===== src/rtl/prg_pkg.sv =====
package prg_pkg;
    localparam int RATE_W = 4;
    localparam int DIV_W  = (1 << RATE_W) - 1;
    localparam int DATA_W = 8;
    localparam int SEL_W  = 2;

    // control register bit positions
    localparam int CTL_PIE  = 6;
    localparam int CTL_AIE  = 5;
    localparam int CTL_UIE  = 4;
    localparam int CTL_SQWE = 3;

    // flag register bit positions
    localparam int FLG_SUM = 7;
    localparam int FLG_PF  = 6;
    localparam int FLG_AF  = 5;
    localparam int FLG_UF  = 4;

    typedef enum logic [SEL_W-1:0] {
        SEL_RATE = 2'd0,
        SEL_CTRL = 2'd1,
        SEL_FLAG = 2'd2,
        SEL_NONE = 2'd3
    } reg_sel_e;

    typedef struct packed {
        logic pie;
        logic aie;
        logic uie;
        logic sqwe;
    } ctrl_t;

    typedef struct packed {
        logic pf;
        logic af;
        logic uf;
    } flags_t;
endpackage


===== src/rtl/prg_divider.sv =====
module prg_divider
    import prg_pkg::*;
#(
    parameter int RW = RATE_W
) (
    input  logic          clk,
    input  logic          rst_n,
    input  logic          tick,
    input  logic [RW-1:0] rate,
    input  logic          sqw_en,
    output logic          per_edge,
    output logic          sqw
);
    localparam int CW = (1 << RW) - 1;

    typedef struct packed {
        logic [CW-1:0] cnt;
    } div_state_t;

    div_state_t st_d, st_q;
    logic [CW:0] taps;
    logic [CW:0] lo_mask;
    logic [CW:0] half_pt;
    logic [CW:0] cnt_ext;
    logic        sel_bit;

    // tap 0 is the "off" selection, tap r is counter bit r-1
    assign taps[0] = 1'b0;
    for (genvar r = 1; r <= CW; r++) begin : g_tap
        assign taps[r] = st_q.cnt[r-1];
    end

    always_comb begin
        st_d     = st_q;
        cnt_ext  = {1'b0, st_q.cnt};
        lo_mask  = ((CW+1)'(1) << rate) - (CW+1)'(1);
        half_pt  = ((CW+1)'(1) << rate) >> 1;
        sel_bit  = taps[rate];
        per_edge = 1'b0;
        if (tick) begin
            st_d.cnt = st_q.cnt + CW'(1);
            if (rate != '0 && (cnt_ext & lo_mask) == half_pt - (CW+1)'(1))
                per_edge = 1'b1;
        end
        sqw = sqw_en & sel_bit;
    end

    always_ff @(posedge clk or negedge rst_n) begin
        if (!rst_n) st_q <= '0;
        else        st_q <= st_d;
    end


    cnt_hold_chk: assert property (@(posedge clk) disable iff (!rst_n)
        !tick |=> $stable(st_q.cnt));

    sqw_off_chk: assert property (@(posedge clk) disable iff (!rst_n)
        (!sqw_en || rate == '0) |-> !sqw);

    edge_rises_chk: assert property (@(posedge clk) disable iff (!rst_n)
        per_edge |=> (sel_bit || !$stable(rate)));
endmodule


===== src/rtl/prg_flags.sv =====
module prg_flags
    import prg_pkg::*;
(
    input  logic   clk,
    input  logic   rst_n,
    input  logic   per_edge,
    input  logic   alarm_evt,
    input  logic   update_evt,
    input  logic   clr,
    input  ctrl_t  ctrl,
    output flags_t flags,
    output logic   summary
);
    typedef struct packed {
        flags_t fl;
    } flag_state_t;

    flag_state_t st_d, st_q;
    flags_t      set_v;

    always_comb begin
        set_v.pf = per_edge;
        set_v.af = alarm_evt;
        set_v.uf = update_evt;
        st_d     = st_q;
        st_d.fl  = (clr ? '0 : st_q.fl) | set_v;
    end

    always_ff @(posedge clk or negedge rst_n) begin
        if (!rst_n) st_q <= '0;
        else        st_q <= st_d;
    end

    assign flags   = st_q.fl;
    assign summary = (st_q.fl.pf & ctrl.pie) | (st_q.fl.af & ctrl.aie) |
                     (st_q.fl.uf & ctrl.uie);


    set_survives_clr_chk: assert property (@(posedge clk) disable iff (!rst_n)
        (clr && per_edge) |=> flags.pf);

    clr_empties_chk: assert property (@(posedge clk) disable iff (!rst_n)
        (clr && !per_edge && !alarm_evt && !update_evt) |=> (flags == '0));

    pf_sticky_chk: assert property (@(posedge clk) disable iff (!rst_n)
        (flags.pf && !clr) |=> flags.pf);

    summary_needs_flag_chk: assert property (@(posedge clk) disable iff (!rst_n)
        summary |-> (flags != '0));
endmodule


===== src/rtl/prg_regs.sv =====
module prg_regs
    import prg_pkg::*;
(
    input  logic              clk,
    input  logic              rst_n,
    input  logic [SEL_W-1:0]  sel,
    input  logic              wr,
    input  logic              rd,
    input  logic [DATA_W-1:0] wdata,
    input  flags_t            flags,
    input  logic              summary,
    output logic [RATE_W-1:0] rate,
    output ctrl_t             ctrl,
    output logic [DATA_W-1:0] rdata,
    output logic              clr
);
    typedef struct packed {
        logic [RATE_W-1:0] rate;
        ctrl_t             ctrl;
        logic [DATA_W-1:0] rdata;
    } reg_state_t;

    reg_state_t        st_d, st_q;
    reg_sel_e          sel_e;
    logic [DATA_W-1:0] view;

    always_comb begin
        sel_e = reg_sel_e'(sel);
        st_d  = st_q;
        view  = '0;
        unique case (sel_e)
            SEL_RATE: view[RATE_W-1:0] = st_q.rate;
            SEL_CTRL: begin
                view[CTL_PIE]  = st_q.ctrl.pie;
                view[CTL_AIE]  = st_q.ctrl.aie;
                view[CTL_UIE]  = st_q.ctrl.uie;
                view[CTL_SQWE] = st_q.ctrl.sqwe;
            end
            SEL_FLAG: begin
                view[FLG_SUM] = summary;
                view[FLG_PF]  = flags.pf;
                view[FLG_AF]  = flags.af;
                view[FLG_UF]  = flags.uf;
            end
            default: view = '0;
        endcase
        if (wr) begin
            if (sel_e == SEL_RATE) st_d.rate = wdata[RATE_W-1:0];
            if (sel_e == SEL_CTRL) begin
                st_d.ctrl.pie  = wdata[CTL_PIE];
                st_d.ctrl.aie  = wdata[CTL_AIE];
                st_d.ctrl.uie  = wdata[CTL_UIE];
                st_d.ctrl.sqwe = wdata[CTL_SQWE];
            end
        end
        if (rd) st_d.rdata = view;
        clr = rd && (sel_e == SEL_FLAG);
    end

    always_ff @(posedge clk or negedge rst_n) begin
        if (!rst_n) st_q <= '0;
        else        st_q <= st_d;
    end

    assign rate  = st_q.rate;
    assign ctrl  = st_q.ctrl;
    assign rdata = st_q.rdata;


    flag_write_ignored_chk: assert property (@(posedge clk) disable iff (!rst_n)
        (wr && sel == SEL_FLAG) |=> ($stable(rate) && $stable(ctrl)));

    rdata_hold_chk: assert property (@(posedge clk) disable iff (!rst_n)
        !rd |=> $stable(rdata));
endmodule


===== src/rtl/periodic_rate_gen.sv =====
module periodic_rate_gen
    import prg_pkg::*;
(
    input  logic              clk,
    input  logic              rst_n,
    input  logic              ref_tick,
    input  logic              alarm_evt,
    input  logic              update_evt,
    input  logic [SEL_W-1:0]  reg_sel,
    input  logic              reg_wr,
    input  logic              reg_rd,
    input  logic [DATA_W-1:0] reg_wdata,
    output logic [DATA_W-1:0] reg_rdata,
    output logic              sqw_out,
    output logic              irq_out
);
    logic [RATE_W-1:0] rate;
    ctrl_t             ctrl;
    flags_t            flags;
    logic              summary;
    logic              clr;
    logic              per_edge;

    prg_regs u_regs (
        .clk(clk), .rst_n(rst_n), .sel(reg_sel), .wr(reg_wr), .rd(reg_rd),
        .wdata(reg_wdata), .flags(flags), .summary(summary),
        .rate(rate), .ctrl(ctrl), .rdata(reg_rdata), .clr(clr)
    );

    prg_divider #(.RW(RATE_W)) u_div (
        .clk(clk), .rst_n(rst_n), .tick(ref_tick), .rate(rate),
        .sqw_en(ctrl.sqwe), .per_edge(per_edge), .sqw(sqw_out)
    );

    prg_flags u_flags (
        .clk(clk), .rst_n(rst_n), .per_edge(per_edge), .alarm_evt(alarm_evt),
        .update_evt(update_evt), .clr(clr), .ctrl(ctrl),
        .flags(flags), .summary(summary)
    );

    assign irq_out = summary;


    irq_gated_chk: assert property (@(posedge clk) disable iff (!rst_n)
        (!ctrl.pie && !ctrl.aie && !ctrl.uie) |-> !irq_out);
endmodule


===== config.mk =====
export PLATFORM = sky130hd
export DESIGN_NAME = periodic_rate_gen
export DESIGN_NICKNAME = d
export VERILOG_FILES = /design/src/rtl/prg_pkg.sv /design/src/rtl/prg_divider.sv /design/src/rtl/prg_flags.sv /design/src/rtl/prg_regs.sv /design/src/rtl/periodic_rate_gen.sv
export SDC_FILE = /design/constraint.sdc
export NUM_CORES = 1
export LEC_CHECK = 0
export BUFFER_PORTS_ARGS = -buffer_cell sky130_fd_sc_hd__buf_2
export CORE_MARGIN = 3
export CORE_UTILIZATION = 45
export DETAILED_ROUTE_END_ITERATION = 12
export PLACE_DENSITY = 0.74
export SETUP_SLACK_MARGIN = 0.15
export SLEW_MARGIN = 20
export SYNTH_ARGS = -nofsm -noshare
export SYNTH_HDL_FRONTEND = slang
export SYNTH_SLANG_ARGS = --single-unit

===== constraint.sdc =====
create_clock -name clk -period 2.3 [get_ports clk]
set_clock_uncertainty 0.1 [all_clocks]
set_input_delay 0.345 -clock clk [delete_from_list [all_inputs] [get_ports clk]]
set_output_delay 0.345 -clock clk [all_outputs]
set_load 0.005 [all_outputs]

==> results of run 1 <==
power breakdown:
group	total, mW	internal (mW)	switching [mW]
combinational	1.17	0.558	0.608
clock	0.458	0.241	0.216
sequential	0.801	0.698	0.103
total	2.42	1.50	0.927
sequential cells by signal, indices dropped and copies added, names as in the netlist:
register	flops
u_div.st_q	15
u_regs.rate	4
u_flags.flags	3
u_regs.rdata	8
u_regs.ctrl	4
worst max-delay path, cell delays in order (launching register included):
cell and delay (ps):
dfrtp_2 390, buf_6 120, mux4_2 490, mux4_2 520
and2_1 150, buf_2 120
synthesized netlist by cell type, drive strengths merged (5+ instances only):
| library cell | instances |
|---|---|
| dfrtp | 34 |
| nand2 | 30 |
| a21oi | 15 |
| xnor2 | 15 |
| inv | 14 |
| o21ai | 14 |
| buf | 13 |
| nand3 | 12 |
| xor2 | 11 |
| clkbuf | 9 |
| mux2 | 9 |
| a22oi | 6 |
| and3 | 6 |
| ha | 6 |
| nand4 | 5 |
| nor2 | 5 |
| o22ai | 5 |
layer usage:
metal / vias to the layer above / global-route usage (%) / part of all wire (%)
met3: 10 / 4.29 / 7.7
met5: - / 0 / 0
met4: 0 / 6.19 / 1.9
met1: 1085 / 27.4 / 42
met2: 88 / 34.9 / 48
li1: 1065 / - / -
placed cells by master, fill, tap and decap left out, types with 4 or more instances in the layout:
cell type  synthesis  routed
xor2_1            11      11
mux2_2             9       9
inv_1             14      13
buf_4              1      33
mux4_2             4       4
ha_1               6       4
nand4_1            5       5
clkbuf_8           0       6
o22ai_1            5       5
and3_1             6       6
xnor2_1           15      15
nand3_1           12      11
a21oi_1           15      15
a22oi_1            6       6
o21ai_0           14      12
dfrtp_1           34      32
nand2_1           30      30
buf_2              9      25
how the worst max path moves through the flow:
stage	slack, ps	endpoint	cells after the start
after floorplan	70	u_flags.flags[2]$_DFF_PN0_	12
after global placement	-70	sqw_out	5
after detailed placement	-110	sqw_out	5
after CTS	-230	sqw_out	5
after global routing	-280	sqw_out	5
final	-230	sqw_out	5
timing repair:
item                                    in CTS  in global routing
setup buffers                                3                  0
gates resized for setup                      6                  2
pin swaps                                    1                  0
endpoints found under the setup margin       2                  2
hold endpoints to repair                     0                  0
cell families (layout without fill, tap and decap cells):
logic type	after synthesis	in the layout
flip-flops	34	34
XOR/XNOR	26	26
adder cells (fa/ha/maj)	6	6
AND/OR/NAND/NOR	86	86
AO/OA/AOI/OAI	67	67
multiplexers	15	15
buffers and inverters	36	83
metrics by stage:
step                      setup slack [ps]  cells  TNS [ps]  hold slack (ps)  power (mW)
final                                 -230    387      -360             18.2        2.42
after global routing                  -280    387      -549             68.8        2.60
after CTS                             -231    387      -330             40.0        2.42
after detailed placement              -114    376      -167              358        1.92
after global placement               -69.4    376     -92.8              352        1.90
after floorplan                       69.3    270         0            -50.6        1.59
final cells by class:
| class | count | area (um2) |
|---|---|---|
| sequential | 34 | 853 |
| clock buffer | 7 | 86.3 |
| timing repair buffer | 61 | 407 |
| multi-input combinational | 200 | 1510 |
| fill | 468 | 2180 |
| inverter | 14 | 52.6 |
| clock inverter | 1 | 5.00 |
| tap | 70 | 87.6 |
==> results.toml, run 1 <==
[run_status]
status = "complete, but fails checks"
violations = "setup timing"

[synthesis]
synthFlopType = "dfrtp_1"
synth_top_area_share_pct = 34.8
yosysTopAreaCell = "dfrtp_1"
synth_top_family_by_area = "simple AND/OR/NAND/NOR gates"
ys_warn_count = 0
syn-num-nets = 293
netlist_area_um2 = 2440
muxShareOfSynthArea_pct = 8.65
synth_fa_ha_area_share_pct = 3.07
synth-compound-area-share_pct = 18.4
ys_async_sr_fraction_pct = 100
ys_seq_area_share_pct = 34.8
synth-edff-count = 0
synth_simple_gate_area_share_pct = 19.0
ys_top_cells_by_area = "dfrtp_1 (35%), xnor2_1 (5.4%), nand2_1 (4.6%)"
yosysUniqueCellTypes = 56
synthXorXnorAreaFrac_pct = 9.32
ys_seq_elements = 34
syn_area_per_cell_um2 = 9.05
postSynthCellCount = 270

[grt]
grt_overflow = 0
grt.total_usage_pct = 21.0
grt_max_degree = 35
grt_pass1_wl_um = 10400
grt_pass1_vias = 2162
antenna_found_initial = 0

[sta]
setup_viol = 2
max_freq_ghz = 0.395
relSlewSlack_pct = 49.5
slew_violations = 0
hold_violations = 0
fin_crit_sh_pct = 110
min_period_ps = 2530
finalWorstSetupSlack_ps = -230
rsz0062_at_grt = "yes"
tightest_slew_ps = 758

[layout]
final_core_util_pct = 57.9
finalNetCount = 339
drive_gt1_share_pct = 30.6
syn_to_final_growth_pct = 22.6
num_antenna_cells = 0
final_area_um2 = 3000

[clocking]
numCtsBuffers = 5
clock_latency_ps = 290
clock_path_buffers = 2
htreeDepth = 2
cts_root_buf = "clkbuf_8"
cts.sinks = 34
cts_tree = "built"
cts.clk_slew.worst_paths_ps = 70
hold_buffers = 0

[die]
pin_count = 27
core.rowCount = 26
dieArea_um2 = 6350
start_util_pct = 47.2
fp.dieW_um = 79.7
die_h_um = 79.7
coreArea_um2 = 5170

[detailed_routing]
final_antenna_net_count = 0
drtPass1Iterations = 4
vias_per_cell = 5.81
routedWlPerCell_um = 16.0
drt_wl_total_um = 6200
vias = 2248
drc = 0
drt_iter0_markers = 200

[worst_setup_path]
worstPathMaxFanout = 4
cp.required_ps = 1860
critPathArrivalTime_ps = 2080
worstSetupStartpointType = "register"
critPathKind = "reg2out"
end_kind = "output pin"
r2r_setup_slack_ps = -130
r2r-start = "u_regs.rate[0]$_DFFE_PN0P_"
worstSetupStartpoint = "u_regs.rate[0]$_DFFE_PN0P_"
reg2regPathDepth = 11
r2r_end = "u_flags.flags[2]$_DFF_PN0_"

[place]
globalplace.congestion = 0.962
port_buffers = 25
dpl_cell_area_um2 = 2860
place_hpwl_um = 4490

[power]
vdd_ir_drop_max_mv = 0.626
power_leakage_nw = 1.30
p_per_area_nw_per_um2 = 809

[min_path]
worstHoldPathType = "in2async"

[job]
maxCapViolCount = 0
Note: power is estimated with default switching activity, not from simulation.
==> run 2: changes to the inputs <==
==> constraint.sdc (replaced) <==
create_clock -name clk -period 2.3 [get_ports clk]
set_clock_uncertainty 0.1 [all_clocks]
set_input_delay 0.115 -clock clk [delete_from_list [all_inputs] [get_ports clk]]
set_output_delay 0.115 -clock clk [all_outputs]
set_load 0.005 [all_outputs]
==> run 2 against run 1 <==
The flow still finishes with violations (setup timing); design area grew 4.5%; total power up 6.7%; die area is the same; via count down 0.58%; register-to-register slack improved by 130 ps; clock-buffer cell count fell by 1; worst setup slack better by 200 ps; core utilization is 2.6 points higher; sequential share of layout area is 1.2 points lower; highest routed layer unchanged; non-clock buffer count is 1 higher.
==> results.toml, run 2 (synthesis gave the netlist of run 1 again) <==
[sta]
tightest_slew_ps = 748
slew_violations = 0
rsz0062_at_grt = "yes"
relSlewSlack_pct = 50.1
worst_hold_slack_ps = 86.0
setup_viol = 2
min_period_ps = 2330
hold_violations = 0
finalWorstSetupSlack_ps = -26.3
max_freq_ghz = 0.430
fin_crit_sh_pct = 101
fin_setup_tns_ps = -29.1

[worst_setup_path]
critPathKind = "reg2out"
reg2regPathDepth = 9
critPathArrivalTime_ps = 2110
crit_chain = "buf_6 -> mux4_2 -> mux4_2 -> and2_4 -> buf_6"
cp.required_ps = 2090
end_kind = "output pin"
worstPathMaxFanout = 6
slowest_delay_ps = 490
crit_slowest_cell = "mux4_2"
worstSetupStartpointType = "register"

[die]
start_util_pct = 47.2
fp.dieW_um = 79.7
coreArea_um2 = 5170
die_h_um = 79.7
dieArea_um2 = 6350
pin_count = 27
core.rowCount = 26

[detailed_routing]
final_antenna_net_count = 0
vias_per_cell = 5.78
drt_iter0_markers = 191
vias = 2235
routedWlPerCell_um = 16.8
drc = 0
drtPass1Iterations = 5
drt_wl_total_um = 6490

[power]
power_frac_clock_pct = 21.8
vdd_ir_drop_max_mv = 0.609
power_frac_seq_pct = 33.1
power_leakage_nw = 1.33
power.internal_mw = 1.62
p_sw_uw = 962
sw_frac_of_total_pct = 37.2
p_per_area_nw_per_um2 = 826
power_frac_comb_pct = 45.1

[clocking]
cts.sinks = 34
cts_root_buf = "clkbuf_8"
clock_path_buffers = 2
numCtsBuffers = 5
htreeDepth = 2
clock_latency_ps = 290
cts.clk_slew.worst_paths_ps = 70
cts_tree = "built"

[layout]
regMostFlops = "u_div.st_q"
syn_to_final_growth_pct = 28.1
final_core_util_pct = 60.5
mostFrequentLayoutCell = "dfrtp_1"
finalNetCount = 340
seq_area_um2 = 853
multiInputGateArea_um2 = 1550
largest_reg_flops = 15
drive_gt1_share_pct = 30.6
num_antenna_cells = 0
final_cell_mix = "dfrtp_1 (32), nand2_1 (29), buf_2 (24)"
fill_cells = 433

[place]
globalplace.congestion = 0.875
place_hpwl_um = 4370
port_buffers = 25

[grt]
grt_max_degree = 35
grt.total_usage_pct = 21.8
grt_pass1_vias = 2209
grt_overflow = 0
antenna_found_initial = 0
grt_pass1_wl_um = 10800

[run_status]
status = "complete, but fails checks"
violations = "setup timing"

[min_path]
worstHoldPathType = "in2reg"
hold_path_depth = 2

[job]
maxCapViolCount = 0
[run 2: changes by cell type in the layout (fill, tap and decap cells not counted), moves of 2 or more]
cell	delta
buf_12	+2
buf_4	-12
dlygate4sd3_1	+11
nor2b_1	-2
o2111ai_1	-2
o2111ai_2	+2
[run 2: path summary, 6_finish.rpt]
| kind | startpoint | end | slack (ps) |
|---|---|---|---|
| worst max-delay path | u_regs.rate[0]$_DFFE_PN0P_ | sqw_out | -30 |
| worst max register to register | u_regs.rate[0]$_DFFE_PN0P_ | u_flags.flags[2]$_DFF_PN0_ | 0 |
| max in group asynchronous | rst_n | u_regs.rate[0]$_DFFE_PN0P_ | 1260 |
| min in group asynchronous | rst_n | u_flags.flags[2]$_DFF_PN0_ | 330 |
| worst min register to register | u_flags.flags[0]$_DFF_PN0_ | u_flags.flags[0]$_DFF_PN0_ | 410 |
| worst min-delay path | reg_rd | u_regs.rdata[3]$_DFFE_PN0P_ | 90 |
[run 2: routing by layer]
layer  vias up  GRT usage (%)  share of wire [%]
li1       1069              -                  -
met1      1070           28.2                 43
met2        82           36.6                 49
met3        14           4.40                6.4
met4         0           6.01                1.7
met5         -              0                  0
[run 2: power by group through the flow]
stage / Clock, mW / Sequential (mW) / Combinational (mW)
CTS: 0.584 / 0.853 / 1.14
global placement: 0 / 0.860 / 1.00
detailed placement: 0 / 0.865 / 1.01
floorplan: 0 / 0.781 / 0.812
finish: 0.563 / 0.856 / 1.17
global route: 0.610 / 0.870 / 1.27
[run 2: worst max-delay path: cells and delay by family (launching register included)]
kind	cells	cell delay, ps
multiplexers	2	980
flip-flops	1	430
buffers and inverters	2	270
AND/OR/NAND/NOR	1	150
[run 2: timing repair]
item / 4_1_cts / 5_1_grt
cloned: 0 / 0
endpoints found under the setup margin: 2 / 2
resized for setup: 17 / 4
hold buffers: 11 / 0
hold endpoints to repair: 45 / 0
pin swaps: 14 / 1
setup buffers: 5 / 1
[run 2: area by class of cell]
| cell class | instances | area share, % |
|---|---|---|
| clock inverter | 1 | 0.959 |
| timing repair buffer | 62 | 15.1 |
| clock buffer | 6 | 2.64 |
| tap | 70 | 2.80 |
| sequential | 34 | 27.3 |
| inverter | 14 | 1.68 |
| multi-input combinational | 200 | 49.6 |
[run 2: through the flow]
stage / std cells / worst slack [ps] / cell area [um2] / power, mW
6_report: 387 / -26.3 / 3130 / 2.59
5_1_grt: 387 / -116 / 3130 / 2.75
4_1_cts: 386 / -34.6 / 3110 / 2.57
3_5_place_dp: 363 / -24.9 / 2770 / 1.88
3_3_place_gp: 363 / -14.6 / 2770 / 1.86
2_1_floorplan: 270 / 69.3 / 2530 / 1.59
==> run 3: changes to the inputs <==
REMOVE_ABC_BUFFERS = 1   (was default)
==> run 3 against run 2 <==
Critical endpoint is now u_flags.flags[2]$_DFF_PN0_; largest cell class unchanged; first-iteration DRC count grew 19%; design area is 0.80% lower; largest power group unchanged; combinational power barely moved; wire length increased by 1.6%; critical path depth up 4; the flow still finishes with violations (setup timing); total power down 1.2%; highest routed layer unchanged.
==> results.toml, run 3 (synthesis gave the netlist of run 1 again) <==
[run_status]
status = "complete, but fails checks"
violations = "setup timing"

[worst_setup_path]
end_kind = "register"
critPathKind = "reg2reg"
crit_slowest_cell = "dfrtp_2"
worstSetupStartpointType = "register"
critPathMostFrequentCell = "buf_4"
cp.required_ps = 2390
critPathArrivalTime_ps = 2570
critPathBufInv = 3
slowest_delay_ps = 490
r2r_setup_slack_ps = -180
crit_family = "compound AO/OA/AOI/OAI gates"
worstPathMaxFanout = 11
crit_chain = "buf_12 -> buf_4 -> buf_4 -> a21oi_1 -> o21ai_0 -> a31o_2 -> xnor2_1 -> nand4_1 -> o31ai_2"

[clocking]
htreeDepth = 2
cts.sinks = 34
numCtsBuffers = 5
cts_root_buf = "clkbuf_8"
cts_tree = "built"
cts.clk_slew.worst_paths_ps = 70
clock_latency_ps = 290
clock_path_buffers = 2

[power]
vdd_ir_drop_max_mv = 0.528
p_per_area_nw_per_um2 = 823
p_sw_uw = 969
power_frac_clock_pct = 21.0
power_frac_seq_pct = 33.2
sw_frac_of_total_pct = 37.9
power_frac_comb_pct = 45.7
power.internal_mw = 1.59
power_leakage_nw = 1.34
p_total_mw = 2.55

[die]
start_util_pct = 47.2
coreArea_um2 = 5170
die_h_um = 79.7
dieArea_um2 = 6350
pin_count = 27
fp.dieW_um = 79.7
core.rowCount = 26

[sta]
max_freq_ghz = 0.403
tightest_slew_ps = 759
finalWorstSetupSlack_ps = -181
fin_crit_sh_pct = 108
slew_violations = 0
min_period_ps = 2480
rsz0062_at_grt = "yes"
setup_viol = 2
relSlewSlack_pct = 49.4
hold_violations = 0

[place]
pre_cts_ws_ps = -264
port_buffers = 25
place_hpwl_um = 4350
placed_cells = 365
globalplace.congestion = 0.973
dpl_cell_area_um2 = 2710

[layout]
final_area_um2 = 3110
mostFrequentLayoutCell = "dfrtp_1"
finalNetCount = 343
multiInputGateArea_um2 = 1520
seq_area_um2 = 853
regMostFlops = "u_div.st_q"
final_cell_mix = "dfrtp_1 (32), nand2_1 (27), buf_4 (26)"
largest_reg_flops = 15
syn_to_final_growth_pct = 27.1
drive_gt1_share_pct = 30.2
fill_cells = 418
num_antenna_cells = 0
fin_cells = 391
final_core_util_pct = 60.0

[job]
maxCapViolCount = 0

[detailed_routing]
drc = 0
final_antenna_net_count = 0
drt_wl_total_um = 6600
drtPass1Iterations = 5
routedWlPerCell_um = 16.9
vias = 2285
vias_per_cell = 5.84
drt_iter0_markers = 228

[grt]
grt_pass1_wl_um = 10200
grt_overflow = 0
grt.total_usage_pct = 21.0
grt_pass1_vias = 2153
grt_max_degree = 35
antenna_found_initial = 0

[min_path]
worstHoldPathType = "in2reg"
-- run 3: changes by cell type in the layout (fill, tap and decap cells not counted), sizes merged --
cell | previous run | this run
buf | 51 | 55
clkinv | 0 | 2
clkbuf | 6 | 5
dlygate4sd3 | 11 | 10
-- run 3: timing repair --
item                                   CTS  global route
setup buffers                            6             2
pin swaps                               11             5
hold buffers                            10             0
setup endpoints to repair                2             2
endpoints found under the hold margin   43             0
resized for setup                       22             8
-- run 3: cell type report --
cell class | count | share of cell area (%)
clock buffer | 5 | 2.22
sequential | 34 | 27.5
multi-input combinational | 200 | 48.9
inverter | 14 | 1.69
timing repair buffer | 65 | 15.6
tap | 70 | 2.82
clock inverter | 3 | 1.29
-- run 3: layer usage --
metal	track usage (%)	part of all wire, %	vias up
li1	-	-	1078
met1	25.8	42	1092
met2	35.9	49	90
met3	4.29	6.5	25
met4	8.08	2.9	0
met5	0	0	-
-- run 3: worst reg2reg max path: cells and delay by family, from the launching register on --
family	cells	cell delay (ps)
AO/OA/AOI/OAI	4	930
XOR/XNOR	1	190
buffers and inverters	3	500
flip-flops	1	490
AND/OR/NAND/NOR	1	180
-- run 3: power groups by stage --
stage | registers, mW | logic [mW] | clock network (mW)
final | 0.849 | 1.17 | 0.537
after global routing | 0.867 | 1.25 | 0.575
after CTS | 0.844 | 1.11 | 0.550
after detailed placement | 0.839 | 0.992 | 0
after global placement | 0.834 | 0.977 | 0
after floorplan | 0.888 | 0.574 | 0
-- run 3: path summary, 6_finish.rpt --
kind,cells after the start,startpoint,endpoint
min,2,ref_tick,u_div.st_q[0]$_DFFE_PN0P_
max reg2reg,9,u_regs.rate[0]$_DFFE_PN0P_,u_flags.flags[2]$_DFF_PN0_
max in group asynchronous,2,rst_n,u_regs.rate[1]$_DFFE_PN0P_
min in group asynchronous,2,rst_n,u_regs.rdata[7]$_DFFE_PN0P_
max,9,u_regs.rate[0]$_DFFE_PN0P_,u_flags.flags[2]$_DFF_PN0_
min reg2reg,1,u_flags.flags[0]$_DFF_PN0_,u_flags.flags[0]$_DFF_PN0_
-- run 3: metrics by stage --
| step | setup TNS [ps] | hold slack (ps) |
|---|---|---|
| finish | -293 | 13.3 |
| global route | -404 | 52.0 |
| CTS | -204 | 7.80 |
| detailed placement | -264 | 138 |
| global placement | -187 | 124 |
| floorplan | -683 | -281 |
